**src/rtl/alu6_pkg.sv**
```systemverilog
package alu6_pkg;

    localparam int CTL_W = 6;

    // Bit order is fixed by the instruction compute field: bit 5 first.
    typedef struct packed {
        logic clr_x;
        logic inv_x;
        logic clr_y;
        logic inv_y;
        logic sel_add;
        logic inv_out;
    } alu6_ctl_t;

    typedef struct packed {
        logic clr;
        logic inv;
    } opnd_mode_t;

    function automatic opnd_mode_t mode_of_x(alu6_ctl_t c);
        opnd_mode_t m;
        m.clr = c.clr_x;
        m.inv = c.inv_x;
        return m;
    endfunction

    function automatic opnd_mode_t mode_of_y(alu6_ctl_t c);
        opnd_mode_t m;
        m.clr = c.clr_y;
        m.inv = c.inv_y;
        return m;
    endfunction

endpackage

```
**src/rtl/alu6_operand.sv**
```systemverilog
module alu6_operand
    import alu6_pkg::*;
#(
    parameter int W = 16
) (
    input  opnd_mode_t     mode,
    input  logic [W-1:0]   raw,
    output logic [W-1:0]   cond
);
    logic [W-1:0] cleared;

    // Clearing happens first, complementing second.
    always_comb begin
        cleared = mode.clr ? '0 : raw;
        cond    = mode.inv ? ~cleared : cleared;
    end
endmodule

```
**src/rtl/alu6_core.sv**
```systemverilog
module alu6_core #(
    parameter int W = 16
) (
    input  logic [W-1:0] a,
    input  logic [W-1:0] b,
    input  logic         sel_add,
    input  logic         inv_out,
    output logic [W-1:0] y
);
    logic [W-1:0] sum_v;
    logic [W-1:0] and_v;
    logic [W-1:0] pick;

    always_comb begin
        sum_v = a + b;
        and_v = a & b;
        pick  = sel_add ? sum_v : and_v;
        y     = inv_out ? ~pick : pick;
    end
endmodule

```
**src/rtl/alu6_flags.sv**
```systemverilog
module alu6_flags #(
    parameter int W = 16
) (
    input  logic [W-1:0] res,
    output logic         is_zero,
    output logic         is_neg
);
    always_comb begin
        is_zero = ~|res;
        is_neg  = res[W-1];
    end
endmodule

```
**src/rtl/alu6_top.sv**
```systemverilog
module alu6_top
    import alu6_pkg::*;
#(
    parameter int W = 16
) (
    input  logic [W-1:0]       x_in,
    input  logic [W-1:0]       y_in,
    input  logic [CTL_W-1:0]   ctl,
    output logic [W-1:0]       result,
    output logic               zero_flag,
    output logic               neg_flag
);
    localparam int N_OPND = 2;

    alu6_ctl_t    ctl_s;
    opnd_mode_t   mode   [N_OPND];
    logic [W-1:0] raw_op [N_OPND];
    logic [W-1:0] cond_op[N_OPND];

    always_comb begin
        ctl_s     = alu6_ctl_t'(ctl);
        mode[0]   = mode_of_x(ctl_s);
        mode[1]   = mode_of_y(ctl_s);
        raw_op[0] = x_in;
        raw_op[1] = y_in;
    end

    for (genvar i = 0; i < N_OPND; i++) begin : g_opnd
        alu6_operand #(.W(W)) u_opnd (
            .mode (mode[i]),
            .raw  (raw_op[i]),
            .cond (cond_op[i])
        );
    end

    alu6_core #(.W(W)) u_core (
        .a       (cond_op[0]),
        .b       (cond_op[1]),
        .sel_add (ctl_s.sel_add),
        .inv_out (ctl_s.inv_out),
        .y       (result)
    );

    alu6_flags #(.W(W)) u_flags (
        .res     (result),
        .is_zero (zero_flag),
        .is_neg  (neg_flag)
    );
endmodule

```
**config.mk**
```make
export PLATFORM = sky130hd
export DESIGN_NAME = alu6_top
export DESIGN_NICKNAME = d
export VERILOG_FILES = /design/src/rtl/alu6_pkg.sv /design/src/rtl/alu6_operand.sv /design/src/rtl/alu6_core.sv /design/src/rtl/alu6_flags.sv /design/src/rtl/alu6_top.sv
export SDC_FILE = /design/constraint.sdc
export NUM_CORES = 1
export LEC_CHECK = 0
export ABC_AREA = 0
export BUFFER_PORTS_ARGS = -buffer_cell sky130_fd_sc_hd__buf_4
export CORE_MARGIN = 3
export CORE_UTILIZATION = 25
export DETAILED_ROUTE_END_ITERATION = 10
export PLACE_DENSITY = 0.5
export SETUP_SLACK_MARGIN = 0.4
export SYNTH_ARGS = -nofsm -noshare
export SYNTH_HDL_FRONTEND = slang
export SYNTH_HIERARCHICAL = 1
export SYNTH_SLANG_ARGS = --single-unit
```
**constraint.sdc**
```tcl
create_clock -name vclk -period 4.2
set_input_delay 0.42 -clock vclk [all_inputs]
set_output_delay 0.42 -clock vclk [all_outputs]
set_load 0.03 [all_outputs]
```
==> results.py, run 1 <==
metrics = {
    "worst_setup_path": {
        "criticalPathCategory": "in2out",
        "startpoint": "ctl[4]",
        "cp-end-kind": "primary output",
        "critPathRequiredTime_ps": 3780,
        "worstPathMaxFanout": 7,
        "worst_ep_arrival_time_ps": 3430,
        "start_kind": "input port",
    },
    "synthesis": {
        "yosysMostFrequentCell": "xnor2_1",
        "yosysTopAreaCell": "xnor2_2",
        "synthSimpleGateAreaFrac_pct": 32.4,
        "synth_top_family_by_area": "simple AND/OR/NAND/NOR gates",
        "syn-instance-count": 249,
        "synth_commonest_cells": "xnor2_1 (30), nand2b_4 (20), xnor2_2 (20)",
        "synth_area_leaders": "xnor2_2 (15%), nand2b_4 (13%), xnor2_1 (12%)",
        "synth_cell_types": 50,
        "synth_top_area_share_pct": 15.1,
        "syn_avg_cell_area_um2": 8.66,
        "synthMuxAreaShare_pct": 5.11,
        "synth_fp_nets": 304,
        "seq_area_frac_synth_pct": 0,
        "ys_warn_count": 6,
        "synth_compound_area_share_pct": 16.7,
        "mappedNetlistArea_mm2": 0.00216,
        "synthAdderAreaFrac_pct": 10.2,
        "synth_xor_area_share_pct": 28.5,
    },
    "global_routing": {
        "first_global_vias": 1975,
        "grtUsageTotal_pct": 12.7,
        "use_met2_pct": 21.8,
        "grt_pass1_wl_um": 10300,
        "gr-usage-met3_pct": 0.566,
        "grt_overflow_total": 0,
        "grt_max_degree": 38,
        "antenna_found_initial": 0,
        "busiest_layer": "met2",
        "use_met1_pct": 18.6,
    },
    "final_layout": {
        "final_layout_size_suffix_gt1_share_pct": 50.6,
        "areaGrowthSynthToFinish_pct": 45.3,
        "design.seq.count": 0,
        "fin_area_mm2": 0.00313,
        "diodes": 0,
        "fillers": 840,
        "multi_input_area_mm2": 0.00222,
        "clockBufferCount": 0,
        "regArea_um2": 0,
        "nets": 373,
    },
    "timing": {
        "max_freq_mhz": 260,
        "setup_ws_ps": 351,
        "maxSlewHeadroom_pct": 70.4,
        "hold_slack_ps": 1470,
        "worst_slew_pin_slew_ps": 445,
        "hold_viol_final": 0,
        "slew_viol_final": 0,
        "setup_tns_ps": 0,
        "post-route-period-util_pct": 91.6,
        "rsz0062_at_grt": "true",
        "fin_crit_ps": 3850,
        "setup_viol": 0,
    },
    "floorplanning": {
        "num_rows": 33,
        "io_pins": 56,
        "die_w_um": 98.9,
        "design.core.area_mm2": 0.00830,
        "start_util_pct": 26.0,
        "die_h_um": 98.9,
        "dieArea_mm2": 0.00977,
    },
    "pwr": {
        "power_density_mw_per_mm2": 262,
        "leakage_uw": 0.00142,
        "irDropWorstVdd_v": 0.000156,
    },
    "worst_hold_path": {
        "hold_class": "in2out",
        "min-delay-start": "ctl[0]",
    },
    "routing": {
        "dr.pass1.iters": 4,
        "ant_nets": 0,
        "wirelength_um": 6690,
        "drc": 0,
        "initialDrtViolationCount": 118,
        "wl_per_cell_um": 15.9,
        "vias": 2027,
        "via_per_inst": 4.81,
    },
    "placed_design": {
        "place_ws_ps": 54.8,
        "placedInstanceArea_mm2": 0.00265,
        "gp_congestion": 0.808,
        "port_buffers": 56,
        "dpl.hpwl_um": 4700,
    },
    "status": {
        "status": "complete, no violations",
    },
    "run": {
        "max-cap-violations": 0,
    },
    "clock_network": {
        "cts_hold_buf": 0,
    },
}
-- power by group --
part	switching [µW]	internal, µW
registers	0	0
logic	438	382
clock network	0	0
-- logic make-up after synthesis --
kind of cell	after synthesis
XOR/XNOR	53
AND/OR/NAND/NOR	92
buffers and inverters	22
adder cells (fa/ha/maj)	17
multiplexers	11
AO/OA/AOI/OAI	54
-- repair_timing --
item	4_1_cts	5_1_grt
resized for setup	33	13
cloned	1	1
setup endpoints to repair	1	2
pin swaps	19	13
setup buffers	14	8
-- through the flow --
step                cells  utilization [%]  total power, µW
floorplan             249                -              495
global placement      397             31.9              692
detailed placement    397             31.9              693
CTS                   412             35.8              786
global route          421             37.8              876
finish                421             37.8              820
-- worst max-delay path, cell delays in order --
cell and delay [ps]:
buf_8 130, buf_12 150, buf_8 150, xnor2_1 190, ha_2 330, a21o_1 210, a221oi_4 410, o21ai_2 120
a211o_1 340, a31oi_4 210, xnor2_2 90, nor4_1 250, and4_2 280, buf_6 140
-- cell usage in the layout (no fill, tap or decap), types with 3 or more instances in the layout --
| master | netlist | final |
|---|---|---|
| nor4_1 | 5 | 3 |
| nand2b_4 | 20 | 22 |
| xnor2_1 | 30 | 24 |
| a21oi_1 | 17 | 14 |
| ha_1 | 16 | 11 |
| nand2_1 | 10 | 10 |
| xor2_1 | 3 | 3 |
| a21oi_2 | 0 | 3 |
| ha_4 | 0 | 3 |
| buf_4 | 1 | 76 |
| o211ai_1 | 3 | 3 |
| buf_12 | 2 | 3 |
| nand2b_1 | 13 | 11 |
| and3_1 | 4 | 3 |
| nor2_1 | 9 | 9 |
| xnor2_2 | 20 | 26 |
| nand3_1 | 9 | 8 |
| nor2b_1 | 3 | 3 |
| inv_1 | 3 | 3 |
| mux2i_1 | 11 | 11 |
| a21o_1 | 4 | 4 |
| o21ai_0 | 8 | 6 |
| nor3b_1 | 6 | 6 |
-- metal layers --
layer | part of all wire, % | routed length [µm]
met5 | 0 | 0
met4 | 0.34 | 23
met3 | 3.7 | 247
met2 | 48 | 3240
met1 | 48 | 3180
-- cell type report --
cell class	count	share of cell area, %
timing repair buffer	86	24.5
multi-input combinational	227	70.9
inverter	3	0.359
tap	105	4.19
-- path summary, 6_finish.rpt --
| path | endpoint | depth (start not counted) |
|---|---|---|
| max | zero_flag | 14 |
| min | result[6] | 3 |
Note: power is estimated with default switching activity, not from simulation.
==> inputs of run 2 (changes only) <==
--- a/config.mk
+++ b/config.mk
@@ -6,11 +6,12 @@
 export NUM_CORES = 1
 export LEC_CHECK = 0
 export ABC_AREA = 0
-export BUFFER_PORTS_ARGS = -buffer_cell sky130_fd_sc_hd__buf_4
 export CORE_MARGIN = 3
 export CORE_UTILIZATION = 25
 export DETAILED_ROUTE_END_ITERATION = 10
-export PLACE_DENSITY = 0.5
+export DONT_BUFFER_PORTS = 1
+export PLACE_DENSITY = 0.44
+export REMOVE_ABC_BUFFERS = 1
 export SETUP_SLACK_MARGIN = 0.4
 export SYNTH_ARGS = -nofsm -noshare
 export SYNTH_HDL_FRONTEND = slang
==> constraint.sdc (replaced) <==
create_clock -name vclk -period 4.8
set_input_delay 0.48 -clock vclk [all_inputs]
set_output_delay 0.48 -clock vclk [all_outputs]
set_load 0.03 [all_outputs]
==> run 2 against run 1 <==
Die area did not move. Non-clock buffer count shrank 85. Flip-flop and latch count is the same. First-iteration DRC count shrank 33%. Combinational power down 41%. Critical path depth fell by 3. Setup slack gained 250 ps. Highest routed layer is now met3.
==> results.py, run 2 (synthesis results as in run 1) <==
metrics = {
    "timing": {
        "rsz0062_at_grt": "false",
        "slew_viol_final": 0,
        "hold_viol_final": 0,
        "post-route-period-util_pct": 87.5,
        "maxSlewHeadroom_pct": 21.3,
        "worst_slew_pin_slew_ps": 1160,
        "fin_crit_ps": 4200,
        "setup_tns_ps": 0,
        "setup_viol": 0,
        "max_freq_mhz": 238,
    },
    "worst_setup_path": {
        "worst_ep_arrival_time_ps": 3720,
        "worstPathMaxFanout": 16,
        "criticalPathCategory": "in2out",
        "critPathRequiredTime_ps": 4320,
        "startpoint": "ctl[5]",
        "endpoint": "zero_flag",
        "cp-end-kind": "primary output",
        "start_kind": "input port",
    },
    "floorplanning": {
        "dieArea_mm2": 0.00977,
        "die_w_um": 98.9,
        "num_rows": 33,
        "die_h_um": 98.9,
        "start_util_pct": 26.0,
        "io_pins": 56,
        "design.core.area_mm2": 0.00830,
    },
    "routing": {
        "drc": 0,
        "via_per_inst": 4.88,
        "ant_nets": 0,
        "dr.pass1.iters": 4,
        "wl_per_cell_um": 15.9,
        "wirelength_um": 5340,
        "initialDrtViolationCount": 79,
        "vias": 1641,
    },
    "final_layout": {
        "nets": 288,
        "final_layout_size_suffix_gt1_share_pct": 21.2,
        "clockBufferCount": 0,
        "design.seq.count": 0,
        "layout_commonest_cell": "xnor2_1",
        "fin_util_pct": 26.2,
        "regArea_um2": 0,
        "areaGrowthSynthToFinish_pct": 1.04,
        "mostFrequentLayoutCells": "xnor2_1 (29), xnor2_2 (21), nand2b_4 (20)",
        "diodes": 0,
    },
    "global_routing": {
        "busiest_layer": "met2",
        "grtUsageTotal_pct": 10.5,
        "grt_overflow_total": 0,
        "grt_pass1_wl_um": 8580,
        "use_met1_pct": 15.1,
        "use_met2_pct": 17.3,
        "antenna_found_initial": 0,
        "first_global_vias": 1607,
        "gr-usage-met3_pct": 1.98,
        "grt_max_degree": 38,
    },
    "placed_design": {
        "dpl.hpwl_um": 4300,
        "port_buffers": 0,
        "gp_congestion": 0.870,
    },
    "clock_network": {
        "cts_hold_buf": 0,
    },
    "run": {
        "max-cap-violations": 0,
    },
    "worst_hold_path": {
        "hold_class": "in2out",
    },
    "status": {
        "status": "complete, no violations",
    },
    "pwr": {
        "leakage_uw": 0.000908,
        "power_density_mw_per_mm2": 223,
        "irDropWorstVdd_v": 0.0000483,
    },
}
run 2: layout make-up:
type                       instances  area [µm²]
tap                              105         131
inverter                           3        11.3
timing repair buffer               1        7.51
multi-input combinational        227        2030
fill                             898        6120
run 2: where the power goes:
| part | total (µW) | leakage (µW) | internal, µW | switching (µW) |
|---|---|---|---|---|
| sequential | 0 | 0 | 0 | 0 |
| clock | 0 | 0 | 0 | 0 |
| combinational | 485 | 0.000908 | 188 | 297 |
| total | 485 | 0.000908 | 188 | 297 |
run 2: metal layers:
layer	share of wire, %	vias to the layer above
met1	48	763
met4	0	0
met2	46	30
li1	-	848
met3	6.0	0
met5	0	-
run 2: worst min-delay path by stage:
stage           start         end  slack, ps  cells after the start
2_1_floorplan  ctl[0]   result[2]       1150                      1
3_3_place_gp   ctl[0]   result[2]       1170                      1
3_5_place_dp   ctl[0]   result[2]       1180                      1
4_1_cts        ctl[0]  result[11]       1180                      2
5_1_grt        ctl[0]  result[10]       1120                      1
6_report       ctl[0]  result[10]       1110                      1
run 2: stage by stage:
| stage | power [µW] | cells | hold slack [ps] | setup slack [ps] | area, µm² |
|---|---|---|---|---|---|
| 2_1_floorplan | 400 | 230 | 1150 | 536 | 2010 |
| 3_3_place_gp | 479 | 336 | 1170 | 535 | 2150 |
| 3_5_place_dp | 476 | 336 | 1180 | 453 | 2150 |
| 4_1_cts | 479 | 336 | 1180 | 438 | 2150 |
| 5_1_grt | 529 | 336 | 1120 | 405 | 2180 |
| 6_report | 485 | 336 | 1110 | 599 | 2180 |
run 2: repair_timing:
item | 4_1_cts | 5_1_grt
gates resized for setup | 0 | 4
endpoints found under the setup margin | 0 | 1
setup buffers | 0 | 0
run 2: worst max-delay path, cell delays in order:
cell and delay [ps]:
nand2b_1 130, xnor2_1 270, ha_1 300, a211oi_1 360, o21ai_0 320, a31oi_1 290, xnor2_1 140, mux2i_1 110
xnor2_1 330, nor4_1 560, and4_2 430
==> inputs of run 3 (changes only) <==
--- a/config.mk
+++ b/config.mk
@@ -6,6 +6,7 @@
 export NUM_CORES = 1
 export LEC_CHECK = 0
 export ABC_AREA = 0
+export CORE_ASPECT_RATIO = 2
 export CORE_MARGIN = 3
 export CORE_UTILIZATION = 25
 export DETAILED_ROUTE_END_ITERATION = 10
@@ -13,6 +14,7 @@
 export PLACE_DENSITY = 0.44
 export REMOVE_ABC_BUFFERS = 1
 export SETUP_SLACK_MARGIN = 0.4
+export SKIP_LAST_GASP = 1
 export SYNTH_ARGS = -nofsm -noshare
 export SYNTH_HDL_FRONTEND = slang
 export SYNTH_HIERARCHICAL = 1
==> constraint.sdc (replaced) <==
create_clock -name vclk -period 4.7
set_input_delay 0.47 -clock vclk [all_inputs]
set_output_delay 0.47 -clock vclk [all_outputs]
set_load 0.03 [all_outputs]
==> run 3 against run 2 <==
Hold slack got worse by 17 ps. Critical path depth increased by 1. Routed wire length increased by 8.3%. Via count increased by 5.6%. Setup slack improved by 23 ps. Non-clock buffer count increased by 5. Sequential share of layout area unchanged. Critical path type unchanged. Critical endpoint unchanged.
==> results.py, run 3 (synthesis results as in run 1) <==
metrics = {
    "global_routing": {
        "first_global_vias": 1787,
        "grt_pass1_wl_um": 9220,
        "grt_overflow_total": 0,
        "antenna_found_initial": 0,
        "grt_max_degree": 38,
        "grtUsageTotal_pct": 11.7,
    },
    "routing": {
        "via_per_inst": 5.19,
        "dr.pass1.iters": 4,
        "wl_per_cell_um": 17.3,
        "initialDrtViolationCount": 87,
        "vias": 1733,
        "drc": 0,
        "ant_nets": 0,
        "wirelength_um": 5790,
    },
    "worst_setup_path": {
        "cp_num_buf_inv": 0,
        "start_kind": "input port",
        "slowest_delay_ps": 420,
        "startpoint": "ctl[5]",
        "worstPathMaxFanout": 16,
        "worst_ep_arrival_time_ps": 3610,
        "cp-end-kind": "primary output",
        "cp_top_family": "compound AO/OA/AOI/OAI gates",
        "endpoint": "zero_flag",
        "crit_slowest_cell": "fa_1",
        "crit_chain": "nand2b_1 > xnor2_1 > ha_1 > fa_1 > a21o_1 > a221oi_4 > o21ai_2 > a211o_1 > a31oi_1 > xnor2_2 > nor4_2 > and4_4",
        "criticalPathCategory": "in2out",
        "critPathRequiredTime_ps": 4230,
        "crit_cells": 12,
    },
    "worst_hold_path": {
        "hold_class": "in2out",
    },
    "final_layout": {
        "fin_area_mm2": 0.00222,
        "clockBufferCount": 0,
        "layout_commonest_cell": "xnor2_1",
        "fin_util_pct": 26.6,
        "mostFrequentLayoutCells": "xnor2_1 (29), xnor2_2 (21), nand2b_4 (20)",
        "design.seq.count": 0,
        "regArea_um2": 0,
        "nets": 293,
        "fillers": 909,
        "final_layout_size_suffix_gt1_share_pct": 23.7,
        "diodes": 0,
        "areaGrowthSynthToFinish_pct": 2.90,
    },
    "pwr": {
        "netSwitchingPower_uw": 310,
        "power.share.combinational_pct": 100.0,
        "finalPower_uw": 519,
        "irDropWorstVdd_v": 0.0000543,
        "power_density_mw_per_mm2": 234,
        "internal_power_uw": 209,
        "power_frac_seq_pct": 0,
        "switching_share_pct": 59.8,
        "leakage_uw": 0.000934,
        "pwr-share-clk_pct": 0,
    },
    "placed_design": {
        "port_buffers": 0,
        "placedInstanceArea_mm2": 0.00218,
        "gp_congestion": 0.821,
        "dpl.hpwl_um": 4840,
    },
    "floorplanning": {
        "num_rows": 47,
        "design.core.area_mm2": 0.00835,
        "die_h_um": 137,
        "io_pins": 56,
        "start_util_pct": 25.8,
        "dieArea_mm2": 0.00984,
        "die_w_um": 71.7,
    },
    "timing": {
        "maxSlewHeadroom_pct": 42.6,
        "max_freq_mhz": 245,
        "worst_slew_pin_slew_ps": 855,
        "setup_tns_ps": 0,
        "setup_viol": 0,
        "hold_viol_final": 0,
        "rsz0062_at_grt": "false",
        "post-route-period-util_pct": 86.8,
        "fin_crit_ps": 4080,
        "slew_viol_final": 0,
    },
    "run": {
        "max-cap-violations": 0,
    },
    "clock_network": {
        "post_cts_buffers": 0,
        "cts_hold_buf": 0,
        "cts_resized": 0,
    },
    "status": {
        "status": "complete, no violations",
    },
}
run 3: cell count changes in the layout (fill, tap and decap cells not counted):
| cell | change |
|---|---|
| buf_4 | +5 |
| and4_2 | -1 |
| and4_4 | +1 |
| nor4_1 | -1 |
| nor4_2 | +1 |
| or4b_1 | -1 |
| or4b_4 | +1 |
run 3: layer usage:
| layer | global-route usage (%) | vias up | part of all wire (%) |
|---|---|---|---|
| met5 | 0 | - | 0 |
| met4 | 1.05 | 0 | 1.1 |
| met3 | 1.83 | 4 | 5.4 |
| met2 | 24.5 | 42 | 59 |
| met1 | 12.0 | 830 | 34 |
| li1 | - | 857 | - |
run 3: worst min-delay path by stage:
stage | start | cells after the start | endpoint | slack [ps]
6_report | ctl[0] | 1 | result[10] | 1100
5_1_grt | ctl[0] | 1 | result[10] | 1100
4_1_cts | ctl[0] | 1 | result[10] | 1160
3_5_place_dp | ctl[0] | 2 | result[1] | 1160
3_3_place_gp | ctl[0] | 2 | result[1] | 1160
2_1_floorplan | ctl[0] | 1 | result[2] | 1130
run 3: cell type report:
type	count	area [µm²]	share of cell area (%)
multi-input cells	227	2040	91.9
well taps	98	123	5.53
inverters	3	11.3	0.508
repair buffers	6	45.0	2.03
run 3: through the flow:
| stage | setup slack [ps] | hold slack, ps | std cells |
|---|---|---|---|
| 6_report | 622 | 1100 | 334 |
| 5_1_grt | 423 | 1100 | 334 |
| 4_1_cts | 411 | 1160 | 334 |
| 3_5_place_dp | 413 | 1160 | 334 |
| 3_3_place_gp | 460 | 1160 | 334 |
| 2_1_floorplan | 456 | 1130 | 230 |
run 3: power groups by stage:
| stage | Sequential (µW) | Clock (µW) | Combinational, µW |
|---|---|---|---|
| final | 0 | 0 | 519 |
| after global routing | 0 | 0 | 563 |
| after CTS | 0 | 0 | 512 |
| after detailed placement | 0 | 0 | 510 |
| after global placement | 0 | 0 | 509 |
| after floorplan | 0 | 0 | 408 |
